[src/rtl/lu_pkg.sv]
package lu_pkg;
  localparam int CTRL_W    = 9;
  localparam int MEMRD_BIT = 3;

  typedef struct packed {
    logic       reg_dst;
    logic [1:0] alu_op;
    logic       alu_src;
    logic       branch;
    logic       mem_read;
    logic       mem_write;
    logic       reg_write;
    logic       mem_to_reg;
  } ctrl_t;
endpackage

[src/rtl/lu_detect.sv]
module lu_detect #(
  parameter int AW = 5
) (
  input  logic          load_in_ex,
  input  logic [AW-1:0] ex_rt,
  input  logic [AW-1:0] id_rs,
  input  logic [AW-1:0] id_rt,
  output logic          hazard
);
  logic dst_live;
  logic hit_rs;
  logic hit_rt;

  always_comb begin
    dst_live = (ex_rt != '0);
    hit_rs   = (ex_rt == id_rs);
    hit_rt   = (ex_rt == id_rt);
    hazard   = load_in_ex && dst_live && (hit_rs || hit_rt);
  end
endmodule

[src/rtl/lu_bubble.sv]
module lu_bubble
  import lu_pkg::*;
(
  input  logic  kill,
  input  ctrl_t ctrl_in,
  output ctrl_t ctrl_out
);
  always_comb begin
    ctrl_out = kill ? ctrl_t'('0) : ctrl_in;
  end
endmodule

[src/rtl/lu_dx_reg.sv]
module lu_dx_reg
  import lu_pkg::*;
#(
  parameter int AW = 5
) (
  input  logic          clk,
  input  logic          rst_n,
  input  ctrl_t         ctrl_d,
  input  logic [AW-1:0] rt_d,
  output ctrl_t         ctrl_q,
  output logic [AW-1:0] rt_q
);
  always_ff @(posedge clk) begin
    if (!rst_n) begin
      ctrl_q <= '0;
      rt_q   <= '0;
    end else begin
      ctrl_q <= ctrl_d;
      rt_q   <= rt_d;
    end
  end
endmodule

[src/rtl/load_use_stall.sv]
module load_use_stall
  import lu_pkg::*;
#(
  parameter int AW = 5,
  localparam int CW = CTRL_W
) (
  input  logic          clk,
  input  logic          rst_n,
  input  logic [AW-1:0] fd_rs,
  input  logic [AW-1:0] fd_rt,
  input  logic [CW-1:0] dec_ctrl,
  output logic          pc_we,
  output logic          fd_we,
  output logic          stall,
  output logic [CW-1:0] dx_ctrl,
  output logic [AW-1:0] dx_rt
);
  ctrl_t         ctrl_next;
  ctrl_t         ctrl_now;
  logic          hz;
  logic [AW-1:0] rt_now;

  lu_detect #(.AW(AW)) u_det (
    .load_in_ex (ctrl_now.mem_read),
    .ex_rt      (rt_now),
    .id_rs      (fd_rs),
    .id_rt      (fd_rt),
    .hazard     (hz)
  );

  lu_bubble u_bub (
    .kill     (hz),
    .ctrl_in  (ctrl_t'(dec_ctrl)),
    .ctrl_out (ctrl_next)
  );

  lu_dx_reg #(.AW(AW)) u_dx (
    .clk    (clk),
    .rst_n  (rst_n),
    .ctrl_d (ctrl_next),
    .rt_d   (fd_rt),
    .ctrl_q (ctrl_now),
    .rt_q   (rt_now)
  );

  always_comb begin
    stall   = hz;
    pc_we   = !hz;
    fd_we   = !hz;
    dx_ctrl = ctrl_now;
    dx_rt   = rt_now;
  end
endmodule

[config.mk]
export PLATFORM = sky130hd
export DESIGN_NAME = load_use_stall
export DESIGN_NICKNAME = d
export VERILOG_FILES = /design/src/rtl/lu_pkg.sv /design/src/rtl/lu_detect.sv /design/src/rtl/lu_bubble.sv /design/src/rtl/lu_dx_reg.sv /design/src/rtl/load_use_stall.sv
export SDC_FILE = /design/constraint.sdc
export NUM_CORES = 1
export LEC_CHECK = 0
export ABC_AREA = 1
export CORE_MARGIN = 4
export CORE_UTILIZATION = 32
export CTS_CLUSTER_SIZE = 14
export DETAILED_ROUTE_END_ITERATION = 10
export GPL_TIMING_DRIVEN = 1
export PLACE_DENSITY = 0.8
export SETUP_SLACK_MARGIN = 0.4
export SLEW_MARGIN = 20
export SYNTH_ARGS = -nofsm -noshare
export SYNTH_HDL_FRONTEND = slang
export SYNTH_SLANG_ARGS = --single-unit
export TNS_END_PERCENT = 50
[constraint.sdc]
create_clock -name clk -period 1.45 [get_ports clk]
set_clock_uncertainty 0.05 [all_clocks]
set_input_delay 0.435 -clock clk [delete_from_list [all_inputs] [get_ports clk]]
set_output_delay 0.435 -clock clk [all_outputs]
set_load 0.01 [all_outputs]
==> impl_metrics.prom <==
# TYPE chip_impl_metric gauge
chip_impl_metric{name="drtPass1Iterations",unit=""} 3
chip_impl_metric{name="diodes",unit=""} 0
chip_impl_metric{name="period_share",unit="%"} 123
chip_impl_metric{name="clock_path_buffers",unit=""} 2
chip_impl_info{name="cp-startpoint",value="u_dx.rt_q[0]"} 1
chip_impl_metric{name="dieWidth",unit="um"} 52.0
chip_impl_metric{name="cts.clk_slew.worst_paths",unit="ps"} 80
chip_impl_metric{name="floorplan.initialDensity",unit="%"} 34.8
chip_impl_metric{name="port_buffers",unit=""} 37
chip_impl_metric{name="tightest_slew",unit="ps"} 393
chip_impl_metric{name="worst_slew_margin_relative_to_its_limit",unit="%"} 73.8
chip_impl_metric{name="hold_viol",unit=""} 0
chip_impl_info{name="worst_setup_endpoint",value="pc_we"} 1
chip_impl_info{name="critPathLaunchType",value="flip-flop"} 1
chip_impl_metric{name="ys.warnings.count",unit=""} 0
chip_impl_metric{name="fin_ws",unit="ps"} -331
chip_impl_info{name="critical_path.reg2reg.endpoint",value="u_dx.ctrl_q[0]"} 1
chip_impl_metric{name="netlist.area_leader.share",unit="%"} 45.2
chip_impl_metric{name="power.leakage",unit="nW"} 0.649
chip_impl_metric{name="areaGrowthSynthToFinish",unit="%"} 80.2
chip_impl_metric{name="cp_max_fo",unit=""} 5
chip_impl_metric{name="critPathMaxStageDelay",unit="ps"} 390
chip_impl_metric{name="finalWirelength",unit="um"} 1660
chip_impl_metric{name="detailedPlacementHpwl",unit="um"} 1310
chip_impl_info{name="regToRegStartpoint",value="u_dx.rt_q[0]"} 1
chip_impl_metric{name="cp.arrival",unit="ps"} 1300
chip_impl_metric{name="maxCapViolations",unit=""} 0
chip_impl_metric{name="antenna_found_initial",unit=""} 0
chip_impl_metric{name="routabilityCongestion",unit=""} 0.752
chip_impl_metric{name="core",unit="um2"} 1780
chip_impl_metric{name="top_level_ports",unit=""} 38
chip_impl_metric{name="core.rowCount",unit=""} 15
chip_impl_metric{name="avgSynthCellArea",unit="um2"} 6.46
chip_impl_info{name="worst_hold_path_type",value="primary input to flip-flop"} 1
chip_impl_metric{name="slew_violations",unit=""} 0
chip_impl_info{name="critPathKind",value="flip-flop to primary output"} 1
chip_impl_metric{name="timing.fmax",unit="MHz"} 562
chip_impl_metric{name="cts-buffers-inserted",unit=""} 3
chip_impl_metric{name="die_area",unit="um2"} 2710
chip_impl_metric{name="clock_sinks",unit=""} 14
chip_impl_metric{name="post_drt_via_cell_ratio",unit=""} 4.07
chip_impl_metric{name="pwr_density_cell",unit="nW/um2"} 736
chip_impl_metric{name="final_net_count",unit=""} 166
chip_impl_info{name="path_common_cell",value="nand2_1"} 1
chip_impl_metric{name="stdcell_count",unit=""} 168
chip_impl_info{name="critical_path.slowest_cell",value="dfxtp_4"} 1
chip_impl_metric{name="irDropWorstVdd",unit="uV"} 545
chip_impl_info{name="failed_checks",value="negative setup slack"} 1
chip_impl_info{name="outcome",value="finished with violations"} 1
chip_impl_info{name="synth_area_leaders",value="dfxtp_1 45%, nand2_1 18%, inv_1 16%, nor2_1 9.1%, xnor2_1 2.8%"} 1
chip_impl_metric{name="synth_cell_type_count",unit=""} 11
chip_impl_info{name="cts_tree",value="built"} 1
chip_impl_metric{name="share_of_layout_cells_above_drive_strength_1",unit="%"} 35.0
chip_impl_info{name="timing.critical_path.cells",value="inv_2, nand2_1, nand2_1, nor2_1, nand3_1, nand2_1, nand2_2, buf_2"} 1
chip_impl_metric{name="data_required_time_at_the_worst_endpoint",unit="ps"} 970
chip_impl_info{name="most-common-layout-cells",value="28 x nand2_1, 23 x inv_1, 10 x nor2_1, 10 x buf_6"} 1
chip_impl_metric{name="largest_net_degree_at_the_start_of_global_routing",unit=""} 8
chip_impl_metric{name="wire_per_inst",unit="um"} 9.88
chip_impl_metric{name="netlist_area",unit="um2"} 621
chip_impl_metric{name="reg2reg_depth",unit=""} 11
chip_impl_metric{name="final_design_utilization",unit="%"} 62.7
chip_impl_metric{name="clk-insertion-delay-late",unit="ps"} 270
chip_impl_metric{name="yosysSeqAreaShare",unit="%"} 45.2
chip_impl_metric{name="grt_pass1_vias",unit=""} 627
chip_impl_info{name="worst_setup_path_end_kind",value="primary output"} 1
chip_impl_metric{name="cell_count_after_synthesis",unit=""} 96
chip_impl_info{name="critical_path.top_delay_family",value="simple AND/OR/NAND/NOR gates"} 1
chip_impl_metric{name="setup_viol",unit=""} 3
chip_impl_metric{name="detailedRoute.firstIterationViolations",unit=""} 2
chip_impl_metric{name="die_height",unit="um"} 52.0
chip_impl_metric{name="critical_path_buf_inv_count",unit=""} 2
chip_impl_metric{name="ant_nets",unit=""} 0
chip_impl_metric{name="r2r_slack",unit="ps"} 40
chip_impl_metric{name="remaining_drc_errors",unit=""} 0
chip_impl_metric{name="worstHoldPathCells",unit=""} 3
chip_impl_metric{name="power.total",unit="uW"} 824
chip_impl_info{name="final_common_cell",value="nand2_1"} 1
chip_impl_metric{name="htree_num_levels",unit=""} 1
chip_impl_metric{name="flip_flop_and_latch_count_after_synthesis",unit=""} 14
chip_impl_metric{name="wire_length_of_the_first_global_routing_pass",unit="um"} 2510
chip_impl_metric{name="minimum_clock_period_after_layout",unit="ps"} 1780
chip_impl_metric{name="grt_overflow_total",unit=""} 0
chip_impl_metric{name="post-place-cells",unit=""} 162
chip_impl_metric{name="via_count",unit=""} 683
chip_impl_info{name="cts_root_buffer",value="clkbuf_4"} 1
chip_impl_metric{name="cp_num_cells",unit=""} 8
chip_impl_metric{name="post_synthesis_net_count",unit=""} 117
chip_impl_metric{name="grt_overall_usage",unit="%"} 12.6
chip_impl_info{name="unrepaired_setup_endpoints_after_global_routing",value="true"} 1
chip_impl_info{name="yosys.area.top_type",value="dfxtp_1"} 1
[what timing repair did]
| action | in CTS | in global routing |
|---|---|---|
| buffers inserted | 1 | 1 |
| resized for setup | 98 | 12 |
| cloned | 1 | 0 |
| pin swaps | 8 | 5 |
| setup endpoints to repair | 29 | 27 |
| hold buffers | 0 | 0 |
[worst register-to-register path, stage by stage (launching register included)]
cell and delay, ps:
dfxtp_4 390, inv_2 50, nand2_1 50, nand2_1 50
nor2_1 110, nand3_1 80, nand2_1 70, nand2_2 80
buf_4 140, buf_6 120, nand2_8 70, nor2_1 50
[stage by stage]
stage / hold WS [ps] / instance area, um2 / TNS (ps) / setup WS, ps
after floorplan: 478 / 639 / -66.3 / -46.4
after global placement: 736 / 1070 / -6900 / -1030
after detailed placement: 739 / 1070 / -7250 / -1070
after CTS: 449 / 1080 / -976 / -343
after global routing: 486 / 1120 / -2000 / -463
final: 455 / 1120 / -991 / -331
[worst min-delay path by stage]
stage | startpoint | to | slack (ps)
after floorplan | fd_rt[0] | u_dx.rt_q[0] | 480
after global placement | u_dx.ctrl_q[3] | u_dx.ctrl_q[4] | 740
after detailed placement | u_dx.ctrl_q[3] | u_dx.ctrl_q[8] | 740
after CTS | fd_rt[1] | u_dx.rt_q[1] | 450
after global routing | fd_rt[1] | u_dx.rt_q[1] | 490
final | fd_rt[1] | u_dx.rt_q[1] | 460
[cell families (layout without fill, tap and decap cells)]
kind of cell / after synthesis / after routing / share of synthesized area, %
DFF: 14 / 14 / 45.2
and+or+nand+nor: 50 / 51 / 32.7
xor gates and xnor gates: 2 / 2 / 2.82
buffers and inverters: 30 / 76 / 19.4
[synth_stat cells (all sizes together)]
cell,n
nor2,15
nand2,31
dfxtp,14
buf,2
nor3,1
inv,28
xnor2,2
nand3,3
[layout make-up]
cell class / count / area (um2)
timing repair buffer: 45 / 394
sequential: 14 / 300
tap: 25 / 31.3
inverter: 28 / 105
fill: 169 / 664
multi-input combinational: 53 / 265
clock buffer: 3 / 22.5
[report_power, final]
part | switching, mW | internal [mW] | total [mW]
clock network | 0.115 | 0.0963 | 0.211
logic | 0.0841 | 0.110 | 0.194
registers | 0.0163 | 0.403 | 0.419
total | 0.215 | 0.609 | 0.824
[sequential cells by signal (all words and copies together) (netlist names)]
name / cells
u_dx.rt_q: 5
u_dx.ctrl_q: 9
[layer usage]
| metal | vias to the layer above | global-route usage (%) | share of wire, % |
|---|---|---|---|
| met3 | 2 | 2.29 | 8.0 |
| li1 | 362 | - | - |
| met2 | 29 | 23.4 | 50 |
| met4 | 0 | 5.24 | 1.1 |
| met5 | - | 0 | 0 |
| met1 | 290 | 13.6 | 41 |
Note: power is estimated with default switching activity, not from simulation.
